===== config.mk =====
export PLATFORM = sky130hd
export DESIGN_NAME = eidle_infer
export DESIGN_NICKNAME = d
export VERILOG_FILES = /design/src/rtl/eidle_pkg.sv /design/src/rtl/eidle_rule_dec.sv /design/src/rtl/eidle_window_timer.sv /design/src/rtl/eidle_infer.sv
export SDC_FILE = /design/constraint.sdc
export NUM_CORES = 1
export LEC_CHECK = 0
export BUFFER_PORTS_ARGS = -buffer_cell sky130_fd_sc_hd__buf_2
export CAP_MARGIN = 20
export CORE_UTILIZATION = 52
export CTS_BUF_LIST = sky130_fd_sc_hd__clkbuf_8
export DETAILED_ROUTE_END_ITERATION = 8
export HOLD_SLACK_MARGIN = 0.1
export PLACE_DENSITY_LB_ADDON = 0.12
export SLEW_MARGIN = 20
export SYNTH_ARGS = -nofsm -noshare
export SYNTH_HDL_FRONTEND = slang
export SYNTH_SLANG_ARGS = --single-unit

===== constraint.sdc =====
create_clock -name clk -period 1.25 [get_ports clk]
set_input_delay 0.0625 -clock clk [delete_from_list [all_inputs] [get_ports clk]]
set_output_delay 0.0625 -clock clk [all_outputs]
set_load 0.01 [all_outputs]

===== src/rtl/eidle_pkg.sv =====
package eidle_pkg;
  localparam logic [2:0] SEL_L0  = 3'b100;
  localparam logic [2:0] SEL_RCV = 3'b101;

  typedef enum logic [1:0] {
    RULE_OFF = 2'd0,
    RULE_L0  = 2'd1,
    RULE_RCV = 2'd2
  } rule_e;
endpackage


===== src/rtl/eidle_rule_dec.sv =====
module eidle_rule_dec
  import eidle_pkg::*;
(
  input  logic       clk,
  input  logic       rst_n,
  input  logic [2:0] rule_sel,
  output rule_e      rule,
  output logic       sel_chg
);
  logic [2:0] sel_q;
  logic [2:0] sel_d;

  always_comb begin
    unique case (rule_sel)
      SEL_L0:  rule = RULE_L0;
      SEL_RCV: rule = RULE_RCV;
      default: rule = RULE_OFF;
    endcase
  end

  always_comb begin
    sel_d   = rule_sel;
    sel_chg = (rule_sel != sel_q);
  end

  always_ff @(posedge clk or negedge rst_n) begin
    if (!rst_n) sel_q <= 3'b000;
    else        sel_q <= sel_d;
  end
endmodule


===== src/rtl/eidle_window_timer.sv =====
module eidle_window_timer #(
  parameter int LIMIT = 128
) (
  input  logic clk,
  input  logic rst_n,
  input  logic clear,
  input  logic advance,
  output logic idle
);
  localparam int CNT_W = (LIMIT > 2) ? $clog2(LIMIT) : 1;
  localparam logic [CNT_W-1:0] LAST = CNT_W'(LIMIT - 1);

  logic [CNT_W-1:0] cnt_q, cnt_d;
  logic             idle_q, idle_d;

  always_comb begin
    cnt_d  = cnt_q;
    idle_d = idle_q;
    if (clear) begin
      cnt_d  = '0;
      idle_d = 1'b0;
    end else if (advance) begin
      if (cnt_q == LAST) idle_d = 1'b1;
      else               cnt_d  = cnt_q + 1'b1;
    end
  end

  always_ff @(posedge clk or negedge rst_n) begin
    if (!rst_n) begin
      cnt_q  <= '0;
      idle_q <= 1'b0;
    end else begin
      cnt_q  <= cnt_d;
      idle_q <= idle_d;
    end
  end

  assign idle = idle_q;

  // a qualifying strobe or restart drops idle on the next edge
  p_clear_low_r3: assert property (@(posedge clk) disable iff (!rst_n)
    clear |=> !idle_q);

  // once inferred, idle persists until a restart
  p_idle_hold_r2: assert property (@(posedge clk) disable iff (!rst_n)
    (idle_q && !clear) |=> idle_q);

  // idle only ever rises on an edge where the timebase advanced
  p_rise_on_step_r4: assert property (@(posedge clk) disable iff (!rst_n)
    $rose(idle_q) |-> $past(advance));
endmodule


===== src/rtl/eidle_infer.sv =====
module eidle_infer
  import eidle_pkg::*;
#(
  parameter int SYM_WINDOW = 128,
  parameter int US_WINDOW  = 128
) (
  input  logic       clk,
  input  logic       rst_n,
  input  logic [2:0] rule_sel,
  input  logic       us_tick,
  input  logic       sym_ts1,
  input  logic       sym_ts2,
  input  logic       sym_skp,
  input  logic       sym_fc_update,
  output logic       elec_idle
);
  rule_e rule;
  logic  sel_chg;
  logic  clr_l0, clr_rcv, adv_l0, adv_rcv;
  logic  idle_l0, idle_rcv;

  eidle_rule_dec u_dec (
    .clk      (clk),
    .rst_n    (rst_n),
    .rule_sel (rule_sel),
    .rule     (rule),
    .sel_chg  (sel_chg)
  );

  always_comb begin
    clr_l0  = (rule != RULE_L0)  || sel_chg || sym_fc_update || sym_skp;
    clr_rcv = (rule != RULE_RCV) || sel_chg || sym_ts1 || sym_ts2;
    adv_l0  = us_tick;
    adv_rcv = 1'b1;
  end

  eidle_window_timer #(.LIMIT(US_WINDOW)) u_win_l0 (
    .clk     (clk),
    .rst_n   (rst_n),
    .clear   (clr_l0),
    .advance (adv_l0),
    .idle    (idle_l0)
  );

  eidle_window_timer #(.LIMIT(SYM_WINDOW)) u_win_rcv (
    .clk     (clk),
    .rst_n   (rst_n),
    .clear   (clr_rcv),
    .advance (adv_rcv),
    .idle    (idle_rcv)
  );

  assign elec_idle = idle_l0 | idle_rcv;

  // undefined codes hold the output low
  p_off_low_r8: assert property (@(posedge clk) disable iff (!rst_n)
    (rule == RULE_OFF) |=> !elec_idle);

  // a select change drops idle on the next edge
  p_sel_change_r7: assert property (@(posedge clk) disable iff (!rst_n)
    sel_chg |=> !elec_idle);

  // at most one rule's timer reports idle at a time
  p_one_rule_r6: assert property (@(posedge clk) disable iff (!rst_n)
    $onehot0({idle_l0, idle_rcv}));
endmodule


# --- Yosys cells after proc, flatten, opt, wreduce, memory -nomap -nowiden ---
# Index checks and enable logic that the tools add are counted.
classes:
  n_eq_ne: 9
  addsub: 2
  bitwise: 1
  reduce_logical: 11
  n_mux: 11
ops:
  columns: ["op", "count"]
  rows:
  - ["$mux 7", 5]
  - ["$add 7x1->7 const B", 2]
  - ["$eq 7x7->1 const B", 2]
  - ["$eq 3x3->1 const B", 2]
  - ["$logic_or 1x1->1", 6]
  - ["$ne 2x2->1 const B", 3]
  - ["$reduce_bool 2->1", 3]
  - ["$mux 1", 5]
  - ["$pmux 2 s2", 1]
  - ["$reduce_and 2->1", 2]
  - ["$ne 3x3->1", 1]
  - ["$ne 2x1->1 const B", 1]
  - ["$or 1x1->1", 1]
totals:
  regBits: 19
  word_cells: 39
  input_bits: 10
  out_inout_bits: 1

# --- Longest topological paths before layout ---
depth:
  ltp_word: 8
  ltp_mapped: 5
  ltp_nobuf: 5

# --- Modules after synthesis ---
# Synthesis repeated with hierarchy kept, for this count alone.
unflattened:
  cells_unflattened: 95
  hier_area_um2: 985.9
modules_own_cells:
  columns: ["module", "seq_area_each_um2", "cells_each", "instances", "area_each_um2"]
  rows:
  - ["eidle_window_timer", 200.2, 40, 2, 414.1]
  - ["eidle_rule_dec", 75.1, 9, 1, 123.9]
  - ["eidle_infer", 0.0, 6, 1, 33.8]

# --- Worst setup path after synthesis ---
# Ideal clock, no wire load.
synth_timing:
  path_kind: "register -> register"
  from: "reg u_win_l0.cnt_q[0]"
  to: "reg u_win_l0.cnt_q[5]"
  path_buffers: 0
  path_stages_with_launch: 6
  path_slack_ns: -0.087
  arrival_ns: 1.262
  required_ns: 1.175
  synth_period_minus_slack_ns: 1.337
  setup_ns: 0.075
  cell_sequence: "dfrtp_1 -> ha_1 -> nand4_2 -> o21ai_2 -> or3_1 -> a21oi_2"
synth_via:
  elab_chain_cells: 4
  elab_cells_between_ends: 7
  classes_between: "1 x add/sub; 2 x eq/ne; 3 x mux; 1 x reduce/logical"
synth_lines:
  columns: ["item", "line_no", "text"]
  rows:
  - ["from (decl)", "eidle_window_timer.sv:13", "logic [CNT_W-1:0] cnt_q, cnt_d;"]
  - ["from (signal assigned)", "eidle_window_timer.sv:33", "cnt_q <= cnt_d;"]
  - ["$add 7x1->7", "eidle_window_timer.sv:24", "else cnt_d = cnt_q + 1'b1;"]
  - ["$mux 7", "eidle_window_timer.sv:23", "if (cnt_q == LAST) idle_d = 1'b1;"]
  - ["$mux 7", "eidle_window_timer.sv:22", "end else if (advance) begin"]
  - ["$mux 7", "eidle_window_timer.sv:19", "if (clear) begin"]
# Parallel ways exist; a longest one is shown, timed or not. The select of a mux whose other input is x is not followed.
# A chain may end at the register's enable or synchronous reset.

# --- Worst setup path in the final report ---
layout_timing:
  from: "reg u_win_l0.cnt_q[1]"
  to: "reg u_win_l0.cnt_q[5]"
# Same word-level chain as after synthesis.

==> impl_metrics.ini <==
[layout]
fin_nets = 126
fin_cells = 129
fill_cells = 111
regArea_um2 = 475.5
diodes = 0
multi_input_area_um2 = 486.7
drive_gt1_share_pct = 35.40
syn_to_final_growth_pct = 35.95

[yosys]
syn_avg_cell_area_um2 = 10.20
yosys.cell_types.count = 26
ys_ff_latch = 19
synthCells = 86
syn_area_um2 = 877.1
synthArstFlopShare_pct = 100.0
synth-edff-count = 0
yosysWarnings = 0
synth_nets = 98
seq_area_frac_synth_pct = 54.21
synthFlopType = dfrtp_1

[min_path]
min-delay-start = rule_sel[0]
holdPathEnd = u_win_rcv.cnt_q[4]$_DFFE_PN0P_
whs_path_depth = 3
hold_path_class = input port to flip-flop

[sta]
setup_viol = 5
fin_crit_ns = 1.315
timing.final.ws_setup_ns = -0.06525
period_share_pct = 105.2
fmax_mhz = 760.3
skew_ns = 0.003084
slew_headroom_pct = 72.64
worst_pin_slew_ns = 0.4104
final_max_slew_viol_count = 0
whs_ns = 0.1534
rsz0062_at_grt = true
hold_viol = 0

[clock_network]
root_buffer = clkbuf_8
cts_num_sinks = 19
cts_max_level = 1
cts_made_buffers = 3
path_clk_slew_ns = 0.07
post_cts_buffers = 0
cts_tree = yes
cts_buffer_depth = 2
clk_latency_ns = 0.25

[pwr]
power_density_nw_per_um2 = 910.1
p_leak_nw = 0.5181
peakVddDrop_mv = 0.8669
total_power_w = 0.001085

[routing]
post_drt_wl_per_cell_um = 13.26
num_vias = 699
dr.pass1.iters = 4
postRouteAntennaNets = 0
drt_iter0_markers = 15
routed_via_density = 5.419
drc = 0
routed_wl_um = 1710

[status]
run_status = complete, but fails checks
violations = negative setup slack

[die]
initial_core_util_pct = 56.90
io_pins = 11
rows = 14
core-area_um2 = 1541
die_h_um = 43.07
dieArea_um2 = 1855
die_x_um = 43.07

[critical_path]
critPathRequiredTime_ns = 1.43
r2r_cells = 5
worstSetupPathType = flip-flop to flip-flop
r2r_end = u_win_l0.cnt_q[5]$_DFFE_PN0P_
crit_path_top_delay_cell = dfrtp_1
r2r_setup_slack_ns = -0.07
path_cells = buf_6, and4_4, o21ai_4, or3_4, a21oi_2
start_kind = flip-flop
crit_arrival_ns = 1.50
critPathMaxFanout = 3
rr_startpoint = u_win_l0.cnt_q[1]$_DFFE_PN0P_
cpPeakStageDelay_ns = 0.40
end_kind = flip-flop

[placement]
portBuffers = 10
hpwl_um = 1166
dp_cells = 121
gp_congestion = 0.7633

[grt]
grt_usage_pct = 20.93
antenna_found_initial = 0
grt_pass1_vias = 724
grt_max_degree = 20
grt_pass1_wl_um = 2842
gr-total-overflow = 0

[run]
cap_violations = 0
==> layer usage <==
| metal | routed length, um | global-route usage, % | up-vias | share of wire [%] |
|---|---|---|---|---|
| met1 | 750 | 24.93 | 339 | 44 |
| met3 | 32 | 5.106 | 4 | 1.9 |
| met4 | 23 | 7.273 | 0 | 1.3 |
| li1 | - | - | 350 | - |
| met5 | 0 | 0 | - | 0 |
| met2 | 905 | 36.67 | 6 | 53 |
==> worst max-delay path, delay by kind of cell, from the launching register on <==
kind,cells,cell delay [ns]
AO/OA/AOI/OAI,2,0.17
AND/OR/NAND/NOR,2,0.55
buffers and inverters,1,0.12
flip-flops,1,0.40
==> worst max path at each step <==
stage	start	end	slack, ns	depth (start not counted)
final	u_win_l0.cnt_q[1]$_DFFE_PN0P_	u_win_l0.cnt_q[5]$_DFFE_PN0P_	-0.07	5
after CTS	u_win_l0.cnt_q[0]$_DFFE_PN0P_	u_win_l0.cnt_q[5]$_DFFE_PN0P_	-0.08	5
after global placement	u_win_l0.cnt_q[0]$_DFFE_PN0P_	u_win_l0.cnt_q[1]$_DFFE_PN0P_	-0.03	5
after detailed placement	u_win_l0.cnt_q[0]$_DFFE_PN0P_	u_win_l0.cnt_q[0]$_DFFE_PN0P_	-0.10	5
after floorplan	u_win_l0.cnt_q[0]$_DFFE_PN0P_	u_win_l0.cnt_q[1]$_DFFE_PN0P_	-0.009	5
after global routing	u_win_l0.cnt_q[0]$_DFFE_PN0P_	u_win_l0.cnt_q[2]$_DFFE_PN0P_	-0.12	5
==> report_power, final <==
group          switching, W  internal, W  leakage (nW)
Clock              0.000189     0.000218        0.0269
Combinational     0.0000308    0.0000265         0.233
Sequential       0.00000155     0.000620         0.259
Total              0.000221     0.000864         0.518
==> cells in the mapped netlist (2+ instances only) <==
| cell type | instances | area [um^2] |
|---|---|---|
| nor2_1 | 22 | 82.58 |
| dfrtp_1 | 19 | 475.5 |
| nand2_1 | 7 | 26.28 |
| xor2_1 | 7 | 61.31 |
| nand3_1 | 3 | 15.01 |
| a211oi_1 | 2 | 15.01 |
| a21oi_1 | 2 | 10.01 |
| and2_1 | 2 | 12.51 |
| ha_1 | 2 | 25.02 |
| mux2i_1 | 2 | 20.02 |
| nor3_1 | 2 | 10.01 |
| o21ai_1 | 2 | 10.01 |
==> sequential cells by signal (all words and copies together) (netlist names) <==
signal           cells
u_win_l0.cnt_q       7
u_dec.sel_q          3
u_win_l0.idle        1
u_win_rcv.cnt_q      7
u_win_rcv.idle       1
==> through the flow <==
step                utilization (%)  setup TNS (ns)  area (um^2)  setup WS [ns]
CTS                           72.65         -0.2574         1120       -0.07809
finish                        77.35         -0.1631         1192       -0.06525
detailed placement            66.56         -0.2795         1026        -0.1027
floorplan                         -        -0.01225        888.4      -0.008674
global route                  77.35         -0.8437         1192        -0.1198
global placement              66.56        -0.06523         1026       -0.03384
==> cell usage in the layout, fill, tap and decap left out, types with 3 or more instances in the layout <==
cell	n
buf_2	10
buf_4	7
clkbuf_8	3
dfrtp_1	19
dlygate4sd3_1	4
nand2_1	6
nor2_1	20
xor2_1	7
==> repair_timing <==
action | CTS | global route
gates resized for setup | 2 | 15
endpoints found under the hold margin | 22 | 0
hold buffers | 4 | 0
pin swaps | 2 | 8
setup endpoints to repair | 6 | 14
==> cells by family (layout without fill, tap and decap cells) <==
group	count (synthesis)	in the layout	share of synthesized area, %
muxes	2	2	2.283
buffers and inverters	0	27	0
AOI/OAI and AO/OA	11	11	8.131
adders and majority gates	2	2	2.853
DFF	19	19	54.21
and+or+nand+nor	45	45	25.54
xor gates and xnor gates	7	7	6.990
==> area by class of cell <==
| type | count | area share [%] |
|---|---|---|
| clock buffers | 3 | 3.463 |
| clock inverters | 1 | 0.3148 |
| repair buffers | 23 | 13.85 |
| well taps | 16 | 1.679 |
| multi-input cells | 67 | 40.82 |
| flip-flops and latches | 19 | 39.87 |
No activity file was read; power rests on OpenSTA's default activity.
